**src/rtl/tws_pkg.sv**
```systemverilog
package tws_pkg;
   typedef enum logic [2:0] {
      ST_IDLE,
      ST_ADDR,
      ST_AACK,
      ST_PTR,
      ST_WR,
      ST_RD,
      ST_SKIP
   } tws_state_e;

   localparam int BYTE_W  = 8;
   localparam int BIT_CW  = 4;
endpackage

```
**src/rtl/tws_sync.sv**
```systemverilog
module tws_sync #(
   parameter int   STAGES  = 2,
   parameter logic RST_VAL = 1'b1
) (
   input  logic clk,
   input  logic rst_n,
   input  logic d,
   output logic q
);
   if (STAGES < 2) begin : g_bad_stages
      $error("tws_sync: STAGES must be at least 2");
   end

   logic chain [STAGES];

   always_ff @(posedge clk or negedge rst_n) begin
      if (!rst_n) chain[0] <= RST_VAL;
      else        chain[0] <= d;
   end

   for (genvar i = 1; i < STAGES; i++) begin : g_stage
      always_ff @(posedge clk or negedge rst_n) begin
         if (!rst_n) chain[i] <= RST_VAL;
         else        chain[i] <= chain[i-1];
      end
   end

   assign q = chain[STAGES-1];
endmodule

```
**src/rtl/tws_events.sv**
```systemverilog
module tws_events (
   input  logic clk,
   input  logic rst_n,
   input  logic scl_s,
   input  logic sda_s,
   output logic scl_rise,
   output logic scl_fall,
   output logic start_ev,
   output logic stop_ev
);
   logic scl_p, sda_p;

   always_ff @(posedge clk or negedge rst_n) begin
      if (!rst_n) begin
         scl_p <= 1'b1;
         sda_p <= 1'b1;
      end else begin
         scl_p <= scl_s;
         sda_p <= sda_s;
      end
   end

   assign scl_rise = scl_s & ~scl_p;
   assign scl_fall = ~scl_s & scl_p;
   assign start_ev = scl_s & scl_p & sda_p & ~sda_s;
   assign stop_ev  = scl_s & scl_p & ~sda_p & sda_s;
endmodule

```
**src/rtl/tws_txhold.sv**
```systemverilog
module tws_txhold #(
   parameter int HOLD_CYC = 3
) (
   input  logic clk,
   input  logic rst_n,
   input  logic fall,
   input  logic cancel,
   output logic upd
);
   localparam int CW = $clog2(HOLD_CYC + 1) + 1;

   if (HOLD_CYC < 1) begin : g_bad_hold
      $error("tws_txhold: HOLD_CYC must be at least 1");
   end

   logic [CW-1:0] cnt;

   always_ff @(posedge clk or negedge rst_n) begin
      if (!rst_n)             cnt <= '0;
      else if (cancel)        cnt <= '0;
      else if (fall)          cnt <= CW'(HOLD_CYC);
      else if (cnt != '0)     cnt <= cnt - 1'b1;
   end

   assign upd = (cnt == CW'(1));
endmodule

```
**src/rtl/tw_regslave.sv**
```systemverilog
module tw_regslave #(
   parameter logic [6:0] DEV_ADDR    = 7'h68,
   parameter int         REG_AW      = 3,
   parameter int         SYNC_STAGES = 2,
   parameter int         HOLD_CYC    = 3
) (
   input  logic              clk,
   input  logic              rst_n,
   input  logic              scl_i,
   input  logic              sda_i,
   output logic              sda_oe,
   output logic [REG_AW-1:0] reg_addr,
   output logic [7:0]        reg_wdata,
   output logic              reg_we,
   input  logic [7:0]        reg_rdata
);
   import tws_pkg::*;

   if (REG_AW < 1 || REG_AW > 7) begin : g_bad_aw
      $error("tw_regslave: REG_AW must be 1..7");
   end

   logic scl_s, sda_s;
   logic ev_rise, ev_fall, ev_start, ev_stop, tx_upd;

   tws_sync #(.STAGES(SYNC_STAGES), .RST_VAL(1'b1)) u_sync_scl (
      .clk(clk), .rst_n(rst_n), .d(scl_i), .q(scl_s));
   tws_sync #(.STAGES(SYNC_STAGES), .RST_VAL(1'b1)) u_sync_sda (
      .clk(clk), .rst_n(rst_n), .d(sda_i), .q(sda_s));

   tws_events u_events (
      .clk(clk), .rst_n(rst_n), .scl_s(scl_s), .sda_s(sda_s),
      .scl_rise(ev_rise), .scl_fall(ev_fall),
      .start_ev(ev_start), .stop_ev(ev_stop));

   tws_txhold #(.HOLD_CYC(HOLD_CYC)) u_hold (
      .clk(clk), .rst_n(rst_n), .fall(ev_fall),
      .cancel(ev_start | ev_stop), .upd(tx_upd));

   tws_state_e        state;
   logic [BIT_CW-1:0] bi;
   logic              rw;
   logic [REG_AW-1:0] ptr;
   logic [7:0]        shreg, rbyte;
   logic              oe_q, we_q;
   logic [7:0]        wdata_q;
   logic [7:0]        rx_byte;
   logic              ack_slot, rd_slot;

   assign rx_byte  = {shreg[6:0], sda_s};
   assign ack_slot = (state == ST_AACK || state == ST_PTR || state == ST_WR) && bi == 4'd8;
   assign rd_slot  = (state == ST_RD) && bi < 4'd8 && !rbyte[3'd7 - bi[2:0]];

   always_ff @(posedge clk or negedge rst_n) begin
      if (!rst_n) begin
         state   <= ST_IDLE;
         bi      <= '0;
         rw      <= 1'b0;
         ptr     <= '0;
         shreg   <= '0;
         rbyte   <= '0;
         oe_q    <= 1'b0;
         we_q    <= 1'b0;
         wdata_q <= '0;
      end else begin
         we_q <= 1'b0;
         if (we_q) ptr <= ptr + 1'b1;
         if (ev_start) begin
            state <= ST_ADDR;
            bi    <= '0;
            oe_q  <= 1'b0;
         end else if (ev_stop) begin
            state <= ST_IDLE;
            bi    <= '0;
            oe_q  <= 1'b0;
         end else begin
            if (ev_rise) begin
               case (state)
                  ST_ADDR, ST_PTR, ST_WR: begin
                     if (bi < 4'd8) begin
                        shreg <= rx_byte;
                        bi    <= bi + 1'b1;
                        if (bi == 4'd7) begin
                           if (state == ST_ADDR) begin
                              if (rx_byte[7:1] == DEV_ADDR) begin
                                 state <= ST_AACK;
                                 rw    <= rx_byte[0];
                              end else begin
                                 state <= ST_SKIP;
                              end
                           end else if (state == ST_PTR) begin
                              ptr <= rx_byte[REG_AW-1:0];
                           end else begin
                              we_q    <= 1'b1;
                              wdata_q <= rx_byte;
                           end
                        end
                     end else if (bi == 4'd8) begin
                        bi <= 4'd9;
                     end
                  end
                  ST_AACK: if (bi == 4'd8) bi <= 4'd9;
                  ST_RD: begin
                     if (bi < 4'd8)       bi <= bi + 1'b1;
                     else if (bi == 4'd8) begin
                        if (sda_s) state <= ST_SKIP;
                        else       bi    <= 4'd9;
                     end
                  end
                  default: ;
               endcase
            end
            if (ev_fall && bi == 4'd9) begin
               bi <= '0;
               case (state)
                  ST_AACK: state <= rw ? ST_RD : ST_PTR;
                  ST_PTR:  state <= ST_WR;
                  default: ;
               endcase
               if (state == ST_RD || (state == ST_AACK && rw)) begin
                  rbyte <= reg_rdata;
                  ptr   <= ptr + 1'b1;
               end
            end
            if (tx_upd) oe_q <= ack_slot | rd_slot;
         end
      end
   end

   assign sda_oe    = oe_q;
   assign reg_we    = we_q;
   assign reg_wdata = wdata_q;
   assign reg_addr  = ptr;
endmodule

```
**config.mk**
```make
export PLATFORM = sky130hd
export DESIGN_NAME = tw_regslave
export DESIGN_NICKNAME = d
export VERILOG_FILES = /design/src/rtl/tws_pkg.sv /design/src/rtl/tws_sync.sv /design/src/rtl/tws_events.sv /design/src/rtl/tws_txhold.sv /design/src/rtl/tw_regslave.sv
export SDC_FILE = /design/constraint.sdc
export NUM_CORES = 1
export LEC_CHECK = 0
export BUFFER_PORTS_ARGS = -buffer_cell sky130_fd_sc_hd__buf_2
export CORE_ASPECT_RATIO = 0.7
export CORE_MARGIN = 4
export CORE_UTILIZATION = 55
export DETAILED_ROUTE_END_ITERATION = 8
export GPL_ROUTABILITY_DRIVEN = 0
export GPL_TIMING_DRIVEN = 0
export PLACE_DENSITY = 0.76
export SLEW_MARGIN = 30
export SYNTH_ARGS = -nofsm -noshare
export SYNTH_HDL_FRONTEND = slang
export SYNTH_HIERARCHICAL = 1
export SYNTH_SLANG_ARGS = --single-unit
```
**constraint.sdc**
```tcl
create_clock -name clk -period 3.1 [get_ports clk]
set_input_delay 0.155 -clock clk [delete_from_list [all_inputs] [get_ports clk]]
set_output_delay 0.155 -clock clk [all_outputs]
set_load 0.02 [all_outputs]
```
* Yosys cells after proc, flatten, opt, wreduce, memory -nomap -nowiden
Cells that the tools add are included.
** Operators by class
- Muxes and demuxes :: 51
- Eq/ne operators :: 12
- Order comparisons :: 2
- Add/sub/neg operators :: 4
- Bitwise operators :: 17
- Reductions and logical operators :: 20
** Operators by type and width (count)
- $mux W3 :: 26
- $mux W4 :: 9
- $reduce_and A8 Y1 :: 2
- $mux W1 :: 12
- $ne A6 B6 Y1 const B :: 2
- $pmux W3 S2 :: 2
- $pmux W4 S3 :: 1
- $reduce_bool A3 Y1 :: 3
- $eq A4 B4 Y1 const B :: 2
- $not A1 Y1 :: 8
- $reduce_and A4 Y1 :: 2
- $and A1 B1 Y1 :: 7
- $eq A7 B7 Y1 const B :: 1
- $eq A3 B1 Y1 const B :: 2
- $eq A3 B2 Y1 const B :: 2
- $eq A3 B3 Y1 const B :: 2
- $reduce_bool A6 Y1 :: 1
- $logic_and A1 B1 Y1 :: 5
- $reduce_and A5 Y1 :: 1
- $add A4 B1 Y4 const B :: 1
- $eq A4 B3 Y1 const B :: 1
- $lt A3 B4 Y1 const B :: 1
- $lt A4 B4 Y1 const B :: 1
- $reduce_bool A4 Y1 :: 1
- other kinds (8) :: 11
** Word-level totals
- Output and inout bits :: 13
- Bits of input ports :: 12
- Register bits after elaboration :: 45
- Logic and storage cells :: 122

* Longest topological paths before layout
Gate-level depths: netlist (run 1).
- Word-level depth :: 12
- Gate-level depth with buffers :: 7
- Depth with buffers taken out :: 7

* By module
The synthesis (run 1) kept the hierarchy.
** Modules (own cells, without submodules)
- tw_regslave :: cells an instance 150, times used 1, seq. area each 900.9 µm², area an instance 1815.5 µm²
- tws_txhold :: cells an instance 19, times used 1, seq. area each 75.1 µm², area an instance 207.7 µm²
- tws_sync :: cells an instance 2, times used 2, seq. area each 52.6 µm², area an instance 52.6 µm²
- tws_events :: cells an instance 6, times used 1, seq. area each 52.6 µm², area an instance 85.1 µm²

* Worst setup path before layout (run 1)
OpenSTA, ideal clock, no wires.
- Kind :: register to register
- From :: register u_sync_sda.chain, in the netlist u_sync_sda/q
- To :: register rw
- Stages on the path, launching flop included :: 8
- Data required time :: 2.975 ns
- Path buffers :: 0
- Clock period less this slack :: 2.181 ns
- Slack :: 0.919 ns
- Arrival :: 2.057 ns
- Setup time :: 0.125 ns
- Cell sequence :: dfstp_2 and4b_1 nor2_2 inv_1 nor2_1 o211ai_2 nor3_1 mux2_2
** On the way
- Cells in the longest elaborated chain, start to end :: 4
- Elaborated cells between the ends (all ways) :: 6
- Classes of those cells :: 5 x bitwise; 1 x reduce/logical
** RTL lines
- start: declaration :: RTL line tws_sync.sv:14 : logic chain [STAGES];
- start signal: indexed assignment :: RTL line tws_sync.sv:24 : else chain[i] <= chain[i-1];
- $not A1 Y1 :: RTL line tws_events.sv:25 : assign start_ev = scl_s & scl_p & sda_p & ~sda_s;
- $and A1 B1 Y1 :: RTL line tws_events.sv:25
- via ev_start :: RTL line tw_regslave.sv:24 : logic ev_rise, ev_fall, ev_start, ev_stop, tx_upd;
- $not A1 Y1 (no source line)
- $reduce_and A8 Y1 (no source line)
- end signal: assignment :: RTL line tw_regslave.sv:87 : rw <= rx_byte[0];
- end: declaration :: RTL line tw_regslave.sv:42 : logic rw;
The timed path passes the listed nets, and every way through them passes these cells.
A chain may end at the register's enable or synchronous reset.

* Worst setup path in the final report (run 1)
Same ends and word-level chain as after synthesis.

==> impl_metrics.ini, run 1 <==
[logic_synthesis]
netlist_area_sq_um = 2213
synth_ff_type = dfrtp_1
synth_adder_area_share = 0.03392
ys_ff_latch = 45
synthCells = 179
synth_area_leader_cell = dfrtp_1
synth_compound_area_frac = 0.09666
yosysSeqAreaShare = 0.5122
synth_nets = 197
ys_top_cells_by_count = 39 x dfrtp_1, 24 x mux2_2, 13 x nor2_1
synth_top_family_by_area = simple AND/OR/NAND/NOR gates
synth_top_area_share = 0.4409
syn_avg_cell_area_sq_um = 12.37
post-synth-top-count-cell = dfrtp_1
synthMuxAreaShare = 0.1560
synthXorXnorAreaFrac = 0.003957
synthArstFlopShare = 1.000
synth-edff-count = 0
ys_warn_count = 6
synth_area_leaders = dfrtp_1 44%, mux2_2 12%, dfstp_2 7.1%
synth.distinct_cells = 55
synth-simple-area-share = 0.1713

[floorplan]
ioPinCount = 25
die_area_sq_um = 5119
initial_utilization = 0.5993
rows = 18
die_width_microns = 83.82
core_region_area_sq_um = 3694
die_h_microns = 61.08

[global_route]
grt_max_degree = 46
overflow = 0
grt_busiest_layer = met2
antenna_found_initial = 0
use_met1 = 0.2376
grt_usage = 0.1855
grt.met3_usage = 0.04545
gr-usage-met2 = 0.3137
grt_pass1_vias = 1605
grt_pass1_wl_mm = 7.376

[pwr]
power_density_nw_per_um2 = 600.3
leakage_nw = 1.178
vdd_drop_max_mv = 0.3729
power_w = 0.001516

[placed_design]
place_worst_setup_slack_ps = 438.9
dp_hpwl_mm = 3.065
placed_cells = 253
io_buffers = 24

[final_layout]
fin_cells = 264
num-fill-cells = 294
final_layout_size_suffix_gt1_frac = 0.3832
area_growth_pct = 14.08
fin_nets = 231
diodes = 0
regArea_sq_um = 1134
multi_input_area_sq_um = 1022

[clocking]
post_cts_buffers = 0
cts_tree = yes
clkTransAtPathRegs_ps = 80
clock_latency_ps = 290
clock-root-buffer = clkbuf_8
clock_sinks = 45
clock_path_buffers = 2
cts-htree-levels = 2
cts_made_buffers = 5

[critical_path]
critPathMaxStageDelay_ps = 640
cp_max_fo = 9
cp.arrival_ps = 2840
worstPathCellList = and4b_1 > nor2_2 > inv_1 > nor2_1 > o211ai_2 > nor3_1 > mux2_2
cp.buffers_inverters = 1
crit_family = simple AND/OR/NAND/NOR gates
cp-end-kind = flip-flop
worstPathRequired_ps = 3280
setup.worst_path.start_class = flip-flop
cpMaxStageDelayCell = dfstp_2
cp-startpoint = u_sync_sda/q
reg2reg_from = u_sync_sda/q
crit_type = flip-flop to flip-flop

[route]
drt_iter0_drc = 97
vias_per_cell = 5.875
drc_errors = 0
avgRoutedWirePerCell_microns = 15.66
routed_wl_mm = 4.133
drt_pre_antenna_iters = 4
vias = 1551
antenna_left = 0

[timing]
slew_violations = 0
period_share = 0.8578
fmax_mhz = 376.1
min_period_ps = 2659
hold_violations = 0
worstMarginPinSlew_ps = 605.4
setup_viol = 0
timing.slew.headroom = 0.5952
fin_skew_ps = 8.352
hold-worst-slack_ps = 93.71
setup_tns_ps = 0
setup_slack_ps = 440.8
rsz0062_at_grt = no

[hold_path]
hp-start = reg_rdata[5]
min_path_type = input pin to flip-flop

[outcome]
status = complete, no violations

[run]
cap_violations = 0
==> area by class of cell <==
type / instances / share of cell area
Timing Repair Buffer: 27 / 0.06046
Tap cell: 50 / 0.02478
Clock inverter: 2 / 0.005451
Sequential cell: 45 / 0.4490
Buffer: 5 / 0.01239
Inverter: 7 / 0.01041
Multi-Input combinational cell: 122 / 0.4049
Clock buffer: 6 / 0.03271
==> layer usage <==
layer / vias to the layer above / wire [microns]
li1: 738 / -
met1: 761 / 1919
met2: 48 / 1915
met3: 4 / 256
met4: 0 / 42
met5: - / 0
==> state kept, by name, indices dropped and copies added (netlist names) <==
| name | count |
|---|---|
| sda_oe | 1 |
| rbyte | 8 |
| state | 3 |
| u_sync_sda/q | 1 |
| u_sync_scl/chain | 1 |
| u_sync_scl/q | 1 |
| bi | 4 |
| u_events/sda_p | 1 |
| u_sync_sda/chain | 1 |
| u_events/scl_p | 1 |
| reg_wdata | 8 |
| reg_addr | 3 |
| shreg | 7 |
| u_hold/cnt | 3 |
| rw | 1 |
| reg_we | 1 |
==> cell usage in the layout (no fill, tap or decap), types with 2 or more instances in the layout <==
cell type / netlist / routed
dfrtp_1: 39 / 39
buf_2: 1 / 24
mux2_2: 24 / 24
nor2_1: 13 / 13
nand2_1: 7 / 7
inv_1: 7 / 7
ha_1: 6 / 6
clkbuf_8: 0 / 6
dfstp_2: 6 / 6
nor2b_1: 5 / 5
nand3_1: 4 / 4
a21oi_1: 4 / 4
o21ai_0: 3 / 3
nand4b_1: 3 / 3
mux2i_1: 3 / 3
a311oi_1: 3 / 3
dlygate4sd3_1: 0 / 3
clkbuf_1: 2 / 2
buf_4: 1 / 2
and4b_2: 2 / 2
nand4_1: 2 / 2
o211ai_2: 2 / 2
o22ai_1: 2 / 2
nor3_1: 2 / 2
nor3b_1: 2 / 2
mux4_2: 2 / 2
or3_2: 2 / 2
and4b_1: 2 / 2
nor4b_1: 2 / 2
==> repair_timing <==
| action | CTS | global route |
|---|---|---|
| gates resized for setup | 0 | 0 |
| hold buffers | 2 | 1 |
| hold endpoints to repair | 2 | 39 |
==> kinds of logic (layout without fill, tap and decap cells) <==
| kind of cell | after synthesis | count (layout) |
|---|---|---|
| AOI/OAI and AO/OA | 27 | 27 |
| xor gates and xnor gates | 1 | 1 |
| adders and majority gates | 6 | 6 |
| buffers and inverters | 12 | 47 |
| DFF | 45 | 45 |
| muxes | 29 | 29 |
| and+or+nand+nor | 59 | 59 |
==> through the flow <==
step	cell area (sq um)	utilization
4_1_cts	2512	0.6802
6_report	2525	0.6836
2_1_floorplan	2213	-
5_1_grt	2525	0.6836
3_5_place_dp	2396	0.6487
3_3_place_gp	2396	0.6487
==> where the power goes <==
| group | internal (W) | switching, W |
|---|---|---|
| registers | 0.000683 | 0.000109 |
| logic | 0.000190 | 0.000160 |
| clock network | 0.000181 | 0.000193 |
==> path summary, 6_finish.rpt <==
check                                to  slack (ps)  depth (start not counted)
hold reg to reg            u_sync_scl/q         360                          0
max in group asynchronous   reg_addr[0]        2350                          2
min in group asynchronous  reg_wdata[7]         380                          2
setup / recovery                     rw         440                          7
hold / removal                 rbyte[5]          90                          2
setup reg to reg                     rw         440                          7
(Power assumes the default switching activity.)
==> run 2: changes to the inputs <==
PLACE_DENSITY = 0.75   (was 0.76)
SYNTH_HIERARCHICAL = not set   (was 1)
==> impl_metrics.ini, run 2 <==
[outcome]
status = complete, no violations

[route]
drt_iter0_drc = 229
drc_errors = 0
vias = 1651
routed_wl_mm = 4.782
vias_per_cell = 5.896
avgRoutedWirePerCell_microns = 17.08
drt_pre_antenna_iters = 4
antenna_left = 0

[clocking]
clock-root-buffer = clkbuf_8
cts-htree-levels = 2
cts_tree = yes
clock_sinks = 45
clock_path_buffers = 2
clock_latency_ps = 300
cts_made_buffers = 5
clkTransAtPathRegs_ps = 90

[timing]
timing.slew.headroom = 0.5465
fin_skew_ps = 12.88
min_period_ps = 2013
fmax_mhz = 496.7
hold_violations = 0
setup_tns_ps = 0
period_share = 0.6495
worstMarginPinSlew_ps = 677.7
hold-worst-slack_ps = 83.79
rsz0062_at_grt = no
setup_slack_ps = 1087
slew_violations = 0
setup_viol = 0

[critical_path]
reg2reg_from = bi[1]
reg2reg_to = rw
setup.worst_path.start_class = flip-flop
cp-end-kind = flip-flop
worstPathRequired_ps = 3280
cp_max_fo = 7
cp-startpoint = bi[1]
rr_worst_depth = 5
reg2reg_slack_ps = 1090
crit_type = flip-flop to flip-flop
endpoint = rw
cp.arrival_ps = 2190

[logic_synthesis]
syn_avg_cell_area_sq_um = 11.99
netlist_area_sq_um = 2313
ys_ff_latch = 45
synth_area_leader_cell = dfrtp_1
synth-edff-count = 0
synthArstFlopShare = 1.000
post-synth-top-count-cell = dfrtp_1
yosysSeqAreaShare = 0.4900
synth_top_area_share = 0.4218
ys_top_cells_by_count = 39 x dfrtp_1, 24 x mux2_2, 13 x nor2_1
synthCells = 193
synth_nets = 211
synth_ff_type = dfrtp_1
synth.distinct_cells = 58
synth_area_leaders = dfrtp_1 42%, mux2_2 12%, dfstp_2 6.8%
ys_warn_count = 0

[pwr]
leakage_nw = 1.276
vdd_drop_max_mv = 0.3896
power_w = 0.001521
power_density_nw_per_um2 = 581.3

[final_layout]
final_cell_mix = 39 x dfrtp_1, 26 x buf_2, 24 x mux2_2, 13 x nor2_1, 8 x a21oi_1
area_growth_pct = 13.14
diodes = 0
final_common_cell = dfrtp_1
num-fill-cells = 313
final_layout_size_suffix_gt1_frac = 0.3684
fin_cells = 280
fin_nets = 245

[run]
cap_violations = 0

[placed_design]
io_buffers = 24
placed_cells = 269
place_worst_setup_slack_ps = 1128
dp_hpwl_mm = 3.434

[floorplan]
core_region_area_sq_um = 3994
initial_utilization = 0.5793
rows = 19
die_width_microns = 85.52
die_h_microns = 62.26
die_area_sq_um = 5324
ioPinCount = 25

[hold_path]
min_path_type = input pin to flip-flop

[global_route]
overflow = 0
grt_max_degree = 46
antenna_found_initial = 0
grt_pass1_wl_mm = 8.217
grt_pass1_vias = 1721
grt_usage = 0.1953
==> run 2: changes by cell type in the layout (fill, tap and decap cells not counted), moves of 3 or more <==
cell / before / now
and3b_1: 0 / 3
nand2b_1: 1 / 5
o21ai_0: 3 / 7
a21oi_1: 4 / 8
a311oi_1: 3 / 0
nor3_1: 2 / 5
==> run 2: per-stage QoR <==
stage	instance area, sq um	utilization
5_1_grt	2618	0.6554
6_report	2618	0.6554
3_5_place_dp	2499	0.6256
4_1_cts	2605	0.6523
3_3_place_gp	2499	0.6256
2_1_floorplan	2313	-
==> run 2: where the power goes <==
part / leakage [nW] / internal (W) / switching (W) / total, W
registers: 0.569 / 0.000678 / 0.0000896 / 0.000768
clock network: 0.0439 / 0.000156 / 0.000202 / 0.000358
logic: 0.664 / 0.000189 / 0.000207 / 0.000396
==> run 2: cells by family (layout without fill, tap and decap cells) <==
logic type,after synthesis,count (layout),synth area share
XOR/XNOR,2,2,0.007573
multiplexers,30,30,0.1574
buffers and inverters,16,51,0.03894
flip-flops,45,45,0.4900
AND/OR/NAND/NOR,61,61,0.1688
adder cells (fa/ha/maj),6,6,0.03245
AO/OA/AOI/OAI,33,33,0.1049
==> run 2: timing repair <==
action	CTS	global route
hold buffers	2	1
endpoints found under the hold margin	2	39
setup buffers	0	0
gates resized for setup	0	0
==> run 2: cell type report <==
cell class / count / area (sq um) / area share
flip-flops and latches: 45 / 1134 / 0.4331
multi-input cells: 132 / 1090 / 0.4163
repair buffers: 27 / 152.6 / 0.05832
clock buffers: 5 / 68.82 / 0.02629
well taps: 52 / 65.06 / 0.02486
plain buffers: 8 / 60.06 / 0.02294
inverters: 8 / 30.03 / 0.01147
clock inverters: 3 / 17.52 / 0.006692
==> run 2: worst max-delay path, stage by stage, from the launching register on <==
cell and delay [ps]:
dfrtp_1 550, ha_1 300, nand3b_4 120, or4_1 430
nor3_2 140, mux2_1 340
==> run 2: worst min path at each step <==
stage	from	endpoint	slack (ps)	depth (start not counted)
6_report	reg_rdata[1]	rbyte[1]	80	2
5_1_grt	reg_rdata[2]	rbyte[2]	80	2
4_1_cts	rst_n	state[0]	50	1
3_5_place_dp	scl_i	u_sync_scl.chain[1]	260	1
3_3_place_gp	scl_i	u_sync_scl.chain[1]	260	1
2_1_floorplan	rst_n	bi[0]	-140	0
==> run 2: layer usage <==
layer / track usage / part of all wire / up-vias
li1: - / - / 771
met1: 0.2681 / 0.44 / 811
met2: 0.2926 / 0.48 / 62
met3: 0.05812 / 0.068 / 7
met4: 0.07312 / 0.013 / 0
met5: 0 / 0 / -
==> run 3: changes to the inputs <==
clock period = 1.86 ns   (was 3.1 ns; I/O delays follow)
==> impl_metrics.ini, run 3 (synthesis results as in run 2) <==
[outcome]
status = complete, no violations

[clocking]
clock_path_buffers = 2
clock-root-buffer = clkbuf_8
clock_latency_ps = 300
clkTransAtPathRegs_ps = 90
cts_tree = yes
cts-htree-levels = 2
cts_made_buffers = 5
clock_sinks = 45

[floorplan]
initial_utilization = 0.5793
die_width_microns = 85.52
die_h_microns = 62.26
die_area_sq_um = 5324
rows = 19
ioPinCount = 25
core_region_area_sq_um = 3994

[placed_design]
place_worst_setup_slack_ps = -111.7
dp_hpwl_mm = 3.434
io_buffers = 24

[critical_path]
crit_type = flip-flop to flip-flop
cp.arrival_ps = 1990
cp_max_fo = 7
cp-end-kind = flip-flop
worstPathRequired_ps = 2040
reg2reg_slack_ps = 40
setup.worst_path.start_class = flip-flop

[global_route]
grt_max_degree = 46
grt_usage = 0.1958
grt_pass1_wl_mm = 8.245
gr-usage-met2 = 0.2926
antenna_found_initial = 0
grt.met3_usage = 0.05812
overflow = 0
use_met1 = 0.2698
grt_pass1_vias = 1725
grt_busiest_layer = met2

[route]
vias = 1661
vias_per_cell = 5.911
drc_errors = 0
drt_iter0_drc = 222
drt_pre_antenna_iters = 4
antenna_left = 0
routed_wl_mm = 4.803
avgRoutedWirePerCell_microns = 17.09

[timing]
setup_slack_ps = 44.60
period_share = 0.9760
min_period_ps = 1815
fin_skew_ps = 9.388
setup_viol = 0
hold_violations = 0
rsz0062_at_grt = yes
setup_tns_ps = 0
timing.slew.headroom = 0.6220
slew_violations = 0
fmax_mhz = 550.8
worstMarginPinSlew_ps = 567.0
hold-worst-slack_ps = 24.37

[pwr]
combPwrFrac = 0.266
pwr-share-clk = 0.231
leakage_nw = 1.279
vdd_drop_max_mv = 0.6508
p_sw_w = 0.0008421
internal_power_w = 0.001724
power_density_nw_per_um2 = 968.9
switching_share = 0.3281
pwr-share-seq = 0.502

[run]
cap_violations = 0

[final_layout]
area_growth_pct = 14.49
final_common_cell = dfrtp_1
final_cell_mix = 38 x dfrtp_1, 26 x buf_2, 24 x mux2_2, 11 x nor2_1, 8 x a21oi_1
regArea_sq_um = 1135
multi_input_area_sq_um = 1112
diodes = 0
post-route-util = 0.6632
final_layout_size_suffix_gt1_frac = 0.3886
fin_nets = 246
num-fill-cells = 310

[hold_path]
min_path_type = input pin to flip-flop
## run 3: per-layer routing
metal | part of all wire | wire (microns)
met5 | 0 | 0
met4 | 0.015 | 72
met3 | 0.060 | 289
met2 | 0.48 | 2298
met1 | 0.45 | 2142
## run 3: final timing paths
| check | start | endpoint | depth (start not counted) |
|---|---|---|---|
| setup / recovery | bi[1] | rw | 5 |
| hold / removal | reg_rdata[6] | rbyte[6] | 2 |
| setup reg to reg | bi[1] | rw | 5 |
| hold reg to reg | u_sync_sda.chain[1] | u_sync_sda.q | 0 |
| max in group asynchronous | rst_n | bi[1] | 2 |
| min in group asynchronous | rst_n | reg_wdata[4] | 2 |
## run 3: cell type report
cell class	count	share of cell area
inverter	8	0.01134
buffer	8	0.02267
clock buffer	5	0.02598
clock inverter	3	0.006613
tap	52	0.02456
timing repair buffer	28	0.06046
sequential	45	0.4284
multi-input combinational	132	0.4199
## run 3: critical path, stage by stage (launching register included)
cell and delay (ps):
dfrtp_2 490, ha_4 180, nand3b_4 110, or4_1 430
nor3_2 140, mux2_1 340
## run 3: per-stage QoR
step	cells	area, sq um	power (W)
after floorplan	193	2313	0.001751
after global placement	269	2499	0.001882
after detailed placement	269	2499	0.001946
after CTS	280	2631	0.002560
after global routing	281	2649	0.002720
final	281	2649	0.002566
## run 3: power groups by stage
stage                     Sequential, W  Clock (W)  Combinational, W
after floorplan                 0.00125          0          0.000504
after global placement          0.00128          0          0.000604
after detailed placement        0.00130          0          0.000650
after CTS                       0.00129   0.000607          0.000665
after global routing            0.00131   0.000657          0.000754
final                           0.00129   0.000593          0.000684
## run 3: repair_timing
item,CTS,global route
resized for setup,4,2
setup buffers,0,1
pin swaps,0,0
endpoints found under the setup margin,12,2
hold buffers,3,0
endpoints found under the hold margin,40,0
